$ cat src/rtl/code_lock.sv
module code_lock #(
  parameter int MAX_LEN = 8
) (
  input  logic       clk,
  input  logic       rst_n,
  input  logic       sof,
  input  logic       byte_vld,
  input  logic [7:0] byte_in,
  input  logic       frm_end,
  output logic [1:0] mode,
  output logic       wr_permit,
  output logic       ovr_act
);
  localparam int IW = $clog2(MAX_LEN + 1);
  localparam int AW = $clog2(MAX_LEN);
  localparam logic [7:0] OP_LOCK = 8'h88;
  localparam logic [7:0] OP_UNLK = 8'hC5;
  localparam logic [7:0] OP_OVR  = 8'h83;
  localparam logic [3:0] OP_MOD  = 4'hD;
  localparam logic [1:0] MD_OPEN = 2'd0, MD_LOCK = 2'd1, MD_UNLK = 2'd2;

  typedef enum logic [2:0] {P_IDLE, P_SKIP, P_DONE, P_UNLK, P_OLD, P_NEW, P_CFM} ph_t;

  ph_t           ph;
  logic [IW-1:0] idx, len, nlen, tgt;
  logic [7:0]    code [MAX_LEN];
  logic [7:0]    nbuf [MAX_LEN];
  logic [7:0]    ref_b;
  logic          bad, bad_n, last, ovr, ovr_arm;
  logic [AW-1:0] ia;

  assign ia        = idx[AW-1:0];
  assign tgt       = (ph == P_NEW || ph == P_CFM) ? nlen : len;
  assign last      = (idx == tgt - 1'b1);
  assign ref_b     = (ph == P_CFM) ? nbuf[ia] : code[ia];
  assign bad_n     = bad | (byte_in != ref_b);
  assign wr_permit = (mode != MD_LOCK);
  assign ovr_act   = ovr;

  always_ff @(posedge clk or negedge rst_n) begin
    if (!rst_n) begin
      ph      <= P_IDLE;
      mode    <= MD_OPEN;
      idx     <= '0;
      len     <= '0;
      nlen    <= '0;
      bad     <= 1'b0;
      ovr     <= 1'b0;
      ovr_arm <= 1'b0;
      for (int i = 0; i < MAX_LEN; i++) begin
        code[i] <= '0;
        nbuf[i] <= '0;
      end
    end else begin
      if (byte_vld && sof) begin
        idx <= '0;
        bad <= 1'b0;
        if (ovr) ovr_arm <= 1'b1;
        if (byte_in == OP_LOCK) begin
          mode <= MD_LOCK;
          ph   <= P_DONE;
        end else if (byte_in == OP_OVR) begin
          ovr     <= 1'b1;
          ovr_arm <= 1'b0;
          ph      <= P_DONE;
        end else if (byte_in == OP_UNLK) begin
          if (len == '0) begin
            if (mode == MD_LOCK) mode <= MD_UNLK;
            ph <= P_DONE;
          end else begin
            ph <= P_UNLK;
          end
        end else if (byte_in[7:4] == OP_MOD) begin
          if (int'(byte_in[3:0]) > MAX_LEN) begin
            ph <= P_SKIP;
          end else begin
            nlen <= IW'(byte_in[3:0]);
            if (len != '0) ph <= P_OLD;
            else if (byte_in[3:0] != 4'd0) ph <= P_NEW;
            else begin
              mode <= MD_OPEN;
              ph   <= P_DONE;
            end
          end
        end else begin
          ph <= P_DONE;
        end
      end else if (byte_vld) begin
        case (ph)
          P_UNLK: begin
            if (last) begin
              if (!bad_n) mode <= MD_UNLK;
              ph <= P_DONE;
            end else begin
              idx <= idx + 1'b1;
              bad <= bad_n;
            end
          end
          P_OLD: begin
            if (last) begin
              idx <= '0;
              bad <= 1'b0;
              if (bad_n) ph <= P_SKIP;
              else if (nlen == '0) begin
                len  <= '0;
                mode <= MD_OPEN;
                ph   <= P_DONE;
              end else ph <= P_NEW;
            end else begin
              idx <= idx + 1'b1;
              bad <= bad_n;
            end
          end
          P_NEW: begin
            nbuf[ia] <= byte_in;
            if (last) begin
              idx <= '0;
              ph  <= P_CFM;
            end else idx <= idx + 1'b1;
          end
          P_CFM: begin
            if (last) begin
              if (!bad_n) begin
                code <= nbuf;
                len  <= nlen;
                mode <= MD_UNLK;
              end
              ph <= P_DONE;
            end else begin
              idx <= idx + 1'b1;
              bad <= bad_n;
            end
          end
          default: ;
        endcase
      end
      if (frm_end) begin
        ph <= P_IDLE;
        if (ovr_arm) begin
          ovr     <= 1'b0;
          ovr_arm <= 1'b0;
        end
      end
    end
  end
endmodule

$ cat config.mk
export PLATFORM = sky130hd
export DESIGN_NAME = code_lock
export DESIGN_NICKNAME = d
export VERILOG_FILES = /design/src/rtl/code_lock.sv
export SDC_FILE = /design/constraint.sdc
export NUM_CORES = 1
export LEC_CHECK = 0
export CORE_ASPECT_RATIO = 0.5
export CORE_MARGIN = 10
export CORE_UTILIZATION = 30
export DETAILED_ROUTE_END_ITERATION = 6
export PLACE_DENSITY = 0.43
export SYNTH_ARGS = -nofsm -noshare
export SYNTH_HDL_FRONTEND = slang
export SYNTH_SLANG_ARGS = --single-unit
$ cat constraint.sdc
create_clock -name clk -period 3.35 [get_ports clk]
set_input_delay 0.5025 -clock clk [delete_from_list [all_inputs] [get_ports clk]]
set_output_delay 0.5025 -clock clk [all_outputs]
set_load 0.005 [all_outputs]
==> reports/results.tsv, run 1 <==
metric	value	unit
postLayoutCoreUtil	37.5	%
hold_class	input pin to asynchronous set/reset pin	
path_class	register to register	
slew_viol_final	0	
via_count	5505	
ys_seq_area_share	47.2	%
leakagePower	4.64	nW
initialDrtViolationCount	354	
die_y	134	um
routabilityCongestion	0.841	
maxSlewHeadroom	57.5	%
whs	39.7	ps
core_area	25400	um^2
wl	23.6	mm
finalHoldViolations	0	
synth-edff-count	0	
nets	719	
postCtsSetupRepairBufs	0	
root_buffer	clkbuf_16	
core.rowCount	41	
cp_data_required_time	3670	ps
netlist_area	7850	um^2
overflow	0	
fmax	312	MHz
async_reset_ff_share	100	%
syn_nets	643	
synth_cells	628	
cts_sinks	148	
maxCapViolations	0	
cts_buffers	17	
clkSlewWorstSetupHoldPaths	60	ps
yosysWarnings	0	
fin_skew	7.85	ps
rsz0062_at_grt	false	
setup_tns	0	ps
clock_path_buffers	2	
vias_per_cell	5.19	
grt_use_met1	20.2	%
io_pins	17	
powerDensity	539	nW/um^2
min_period_over_period	95.6	%
start_util	30.8	%
crit_path_end_kind	register	
grt_pass1_vias	5706	
cts_hold_buf	0	
cp_cell_sequence	buf_4 > nor3b_1 > buf_4 > a22oi_1 > o211ai_1 > o21ai_1 > buf_4 > xor2_1 > and4_1 > nand3_4 > buf_12 > mux2_1	
met2_usage	21.2	%
vdd_drop_max	0.268	mV
drtAntennaViolNets	0	
io_buffer_count	16	
ys_seq_elements	148	
grt_pass1_wl	36.6	mm
cts_tree	built	
grt_max_degree	64	
drive_gt1_share	38.6	%
post_synth.cell_area_avg	12.5	um^2
critPathMaxStageDelay	600	ps
grt_antenna_before_repair	0	
synth_cell_type_count	72	
num_antenna_cells	0	
synth-main-ff-cell	dfrtp_1	
wl_per_cell	22.3	um
grt_usage	14.3	%
finalSetupViolCount	0	
htreeDepth	4	
clk_latency	440	ps
use_met3	2.65	%
area_growth	21.5	%
die-area	33400	um^2
worst_pin_slew	631	ps
drc	0	
status	finished clean	
grt_busiest_layer	met2	
die_w	249	um
final_common_cell	dfrtp_1	
fin_crit	3200	ps
cp_common_cell	buf_4	
drt_first_pass_iters	5	
critPathMaxFanout	23	
worstSetupStartpointType	register	
total_power	5.14	mW
crit_slowest_cell	dfrtp_2	
dp_hpwl	17.1	mm
final_cell_mix	dfrtp_1 (146), mux2_2 (87), buf_4 (80)	
cp.arrival	3520	ps
postCtsResizedCells	0	
-- registers in the layout, indices dropped and copies added (netlist names) --
signal	cells
code	64
nbuf	64
idx	4
len	4
nlen	4
ph	3
mode	2
bad	1
ovr_act	1
ovr_arm	1
-- worst max-delay path, delay by kind of cell (launching register included) --
kind | cells | cell delay (ps)
AOI/OAI and AO/OA | 3 | 280
xor gates and xnor gates | 1 | 170
DFF | 1 | 600
buffers and inverters | 4 | 830
muxes | 1 | 330
and+or+nand+nor | 3 | 860
-- report_power, final --
part / leakage, nW / switching, mW / internal, mW
clock: 0.307 / 0.773 / 1.29
combinational: 2.30 / 0.668 / 0.491
sequential: 2.03 / 0.0878 / 1.82
-- per-stage QoR --
stage	cells	setup slack, ps	area [um^2]
2_1_floorplan	628	281	7850
3_3_place_gp	1029	127	8880
6_report	1061	147	9530
5_1_grt	1061	15.2	9530
4_1_cts	1061	97.6	9510
3_5_place_dp	1029	101	8880
-- metal layers --
layer	routed length, um	up-vias
met4	349	0
met1	12000	2839
met5	0	-
met3	966	22
li1	-	2511
met2	10300	133
-- logic make-up after synthesis --
family | after synthesis | share of synthesized area, %
buffers and inverters | 54 | 3.68
adders and majority gates | 3 | 0.446
DFF | 148 | 47.2
AOI/OAI and AO/OA | 115 | 10.8
muxes | 180 | 28.1
and+or+nand+nor | 117 | 8.45
xor gates and xnor gates | 11 | 1.23
-- layout make-up --
class	instances	area (um^2)
multi-input combinational	426	3870
fill	2522	15900
inverter	10	37.5
timing repair buffer	101	853
clock buffer	26	519
sequential	148	3710
tap	344	430
clock inverter	6	115
-- worst paths after layout --
| check | from | end | slack [ps] | cells after the start |
|---|---|---|---|---|
| max | idx[2] | code[12] | 150 | 12 |
| min | rst_n | nbuf[14] | 40 | 1 |
| max reg2reg | idx[2] | code[12] | 150 | 12 |
| min reg2reg | ovr_arm | ovr_act | 480 | 1 |
| max in group asynchronous | rst_n | idx[2] | 2410 | 2 |
| min in group clk | ovr_arm | ovr_act | 480 | 1 |
-- cells in the mapped netlist, types with 6 or more instances --
master,number,area share [%]
a21oi_1,20,1.3
a221oi_1,18,2.0
a22oi_1,10,0.96
buf_2,12,0.77
buf_6,7,1.0
clkbuf_1,19,0.91
dfrtp_1,148,47
inv_1,9,0.43
mux2_1,12,1.7
mux2_2,87,12
mux2_4,54,10
mux2i_1,26,3.3
nand2_1,27,1.3
nand3_1,12,0.77
nor2_1,16,0.77
nor2b_1,9,0.72
nor3_1,10,0.64
o21ai_0,11,0.70
xor2_1,6,0.67
(Power assumes the default switching activity.)
==> run 2: changes to the inputs <==
--- a/config.mk
+++ b/config.mk
@@ -5,6 +5,7 @@
 export SDC_FILE = /design/constraint.sdc
 export NUM_CORES = 1
 export LEC_CHECK = 0
+export CAP_MARGIN = 5
 export CORE_ASPECT_RATIO = 0.5
 export CORE_MARGIN = 10
 export CORE_UTILIZATION = 30
@@ -13,3 +14,4 @@
 export SYNTH_ARGS = -nofsm -noshare
 export SYNTH_HDL_FRONTEND = slang
 export SYNTH_SLANG_ARGS = --single-unit
+export TNS_END_PERCENT = 30
==> results of run 2 <==
Same layout as run 1: the final DEF is identical, and so are final timing and power.
==> run 3: changes to the inputs <==
--- a/config.mk
+++ b/config.mk
@@ -10,6 +10,7 @@
 export CORE_MARGIN = 10
 export CORE_UTILIZATION = 30
 export DETAILED_ROUTE_END_ITERATION = 6
+export GPL_TIMING_DRIVEN = 0
 export PLACE_DENSITY = 0.43
 export SYNTH_ARGS = -nofsm -noshare
 export SYNTH_HDL_FRONTEND = slang
==> run 3 against run 2 <==
Core utilization increased by 1.1 points. Die area is the same. Via count is 1.7% higher. Global-route usage increased by 1.7 points. Final area is 2.9% higher. Final cell count down 1.2%. Non-clock buffer count decreased by 14. First-iteration DRC count rose by 13%. Routed wire length increased by 15%. Flip-flop and latch count is the same. Sequential power shrank 3%.
==> reports/results.tsv, run 3 (synthesis gave the netlist of run 1 again) <==
metric	value	unit
fin_crit	3330	ps
core.rowCount	41	
drtAntennaViolNets	0	
grt_antenna_before_repair	0	
cp.arrival	3650	ps
comb_power_share	27.7	%
critPathMaxFanout	7	
routabilityCongestion	0.836	
leakagePower	4.71	nW
cts_tree	built	
vdd_drop_max	0.312	mV
finalNonFillerCells	1048	
grt_pass1_wl	39.4	mm
ff2ff_path_depth	14	
io_pins	17	
final_common_cell	dfrtp_1	
via_count	5601	
die_y	134	um
start_util	30.8	%
nets	706	
final_cell_mix	dfrtp_1 (146), mux2_2 (89), mux2_4 (59)	
powerDensity	555	nW/um^2
grt_pass1_vias	5672	
dp_hpwl	17.5	mm
setup_ws	19.8	ps
rsz0062_at_grt	true	
cts_buffers	17	
root_buffer	clkbuf_16	
min_period_over_period	99.4	%
htreeDepth	4	
maxSlewHeadroom	41.9	%
power_switching	1.78	mW
slew_viol_final	0	
io_buffer_count	15	
initialDrtViolationCount	399	
setup_tns	0	ps
fillers	2460	
place_area	8460	um^2
cts_hold_buf	0	
overflow	0	
fin_skew	7.98	ps
path_class	register to register	
pre_cts_ws	-617	ps
drive_gt1_share	40.5	%
sequentialPowerShare	34.2	%
area_growth	25.1	%
wl_per_cell	25.9	um
wl	27.2	mm
p_int	3.66	mW
largest_registers	code: 64 flops, nbuf: 64 flops	
worstSetupStartpoint	idx[1]	
status	finished clean	
worst_pin_slew	871	ps
grt_usage	16.0	%
crit_path_end_kind	register	
r2r_slack	20	ps
drc	0	
fin_area	9810	um^2
die-area	33400	um^2
vias_per_cell	5.34	
fmax	300	MHz
reg2reg_to	code[27]	
hold_class	input pin to asynchronous set/reset pin	
cts_sinks	148	
clk_latency	440	ps
rr_startpoint	idx[1]	
p_clk_share	38.1	%
finalSetupViolCount	0	
swShare	32.8	%
clkSlewWorstSetupHoldPaths	60	ps
grt_max_degree	87	
finalHoldViolations	0	
drt_first_pass_iters	4	
clock_path_buffers	2	
core_area	25400	um^2
maxCapViolations	0	
dp.cells	988	
worstSetupStartpointType	register	
cp_data_required_time	3670	ps
die_w	249	um
-- run 3: changes by cell type in the layout (fill, tap and decap cells not counted), moves of 5 or more --
cell / before / now
clkbuf_8: 6 / 1
buf_12: 4 / 9
mux2_1: 12 / 5
mux2_4: 54 / 59
clkbuf_16: 17 / 22
clkbuf_1: 3 / 12
buf_4: 80 / 26
a221oi_1: 18 / 11
buf_6: 2 / 10
-- run 3: final cells by class --
class | instances | area, um^2 | area share [%]
multi-input cells | 427 | 4100 | 41.7
diodes | 1 | 2.50 | 0.0255
clock buffers | 19 | 443 | 4.51
inverters | 10 | 37.5 | 0.383
clock inverters | 12 | 175 | 1.79
repair buffers | 46 | 533 | 5.43
well taps | 344 | 430 | 4.39
plain buffers | 41 | 389 | 3.97
flip-flops and latches | 148 | 3710 | 37.8
-- run 3: worst max-delay path by stage --
stage	to	slack, ps	depth (start not counted)
3_5_place_dp	code[16]	-620	12
5_1_grt	code[30]	-40	14
2_1_floorplan	code[12]	280	13
3_3_place_gp	mode[0]	-4770	1
4_1_cts	code[12]	20	14
6_report	code[27]	20	14
-- run 3: power groups by stage --
stage / Sequential, mW / Combinational (mW) / Clock, mW
2_1_floorplan: 1.88 / 0.636 / 0
4_1_cts: 1.86 / 1.28 / 2.11
3_5_place_dp: 1.90 / 1.10 / 0
3_3_place_gp: 1.90 / 1.10 / 0
5_1_grt: 1.87 / 1.56 / 2.19
6_report: 1.86 / 1.51 / 2.07
-- run 3: routing by layer --
layer / up-vias / part of all wire, % / track usage (%)
li1: 2482 / - / -
met1: 2944 / 50 / 22.3
met2: 155 / 43 / 23.6
met3: 20 / 5.9 / 3.90
met4: 0 / 1.4 / 5.15
met5: - / 0 / 0
-- run 3: what timing repair did --
item                                    4_1_cts  5_1_grt
pin swaps                                     3       11
endpoints found under the setup margin       77       73
buffers inserted                             13       11
gates cloned                                  2        5
resized for setup                            62       37
-- run 3: metrics by stage --
step	power, mW	utilization, %	hold WS, ps
2_1_floorplan	2.51	-	207
3_3_place_gp	3.00	33.1	458
3_5_place_dp	2.99	33.2	467
4_1_cts	5.25	37.3	23.4
5_1_grt	5.62	38.6	40.9
6_report	5.44	38.6	0.442
-- run 3: critical path: stages, from the launching register on --
cell and delay (ps):
dfrtp_1 400, buf_6 160, buf_12 160, buf_12 150, mux2_4 320, a221oi_4 340
o211ai_1 120, o21ai_1 140, xor2_1 270, and4_1 250, buf_6 150, nand3_4 100
buf_12 170, clkbuf_16 170, mux2_4 300
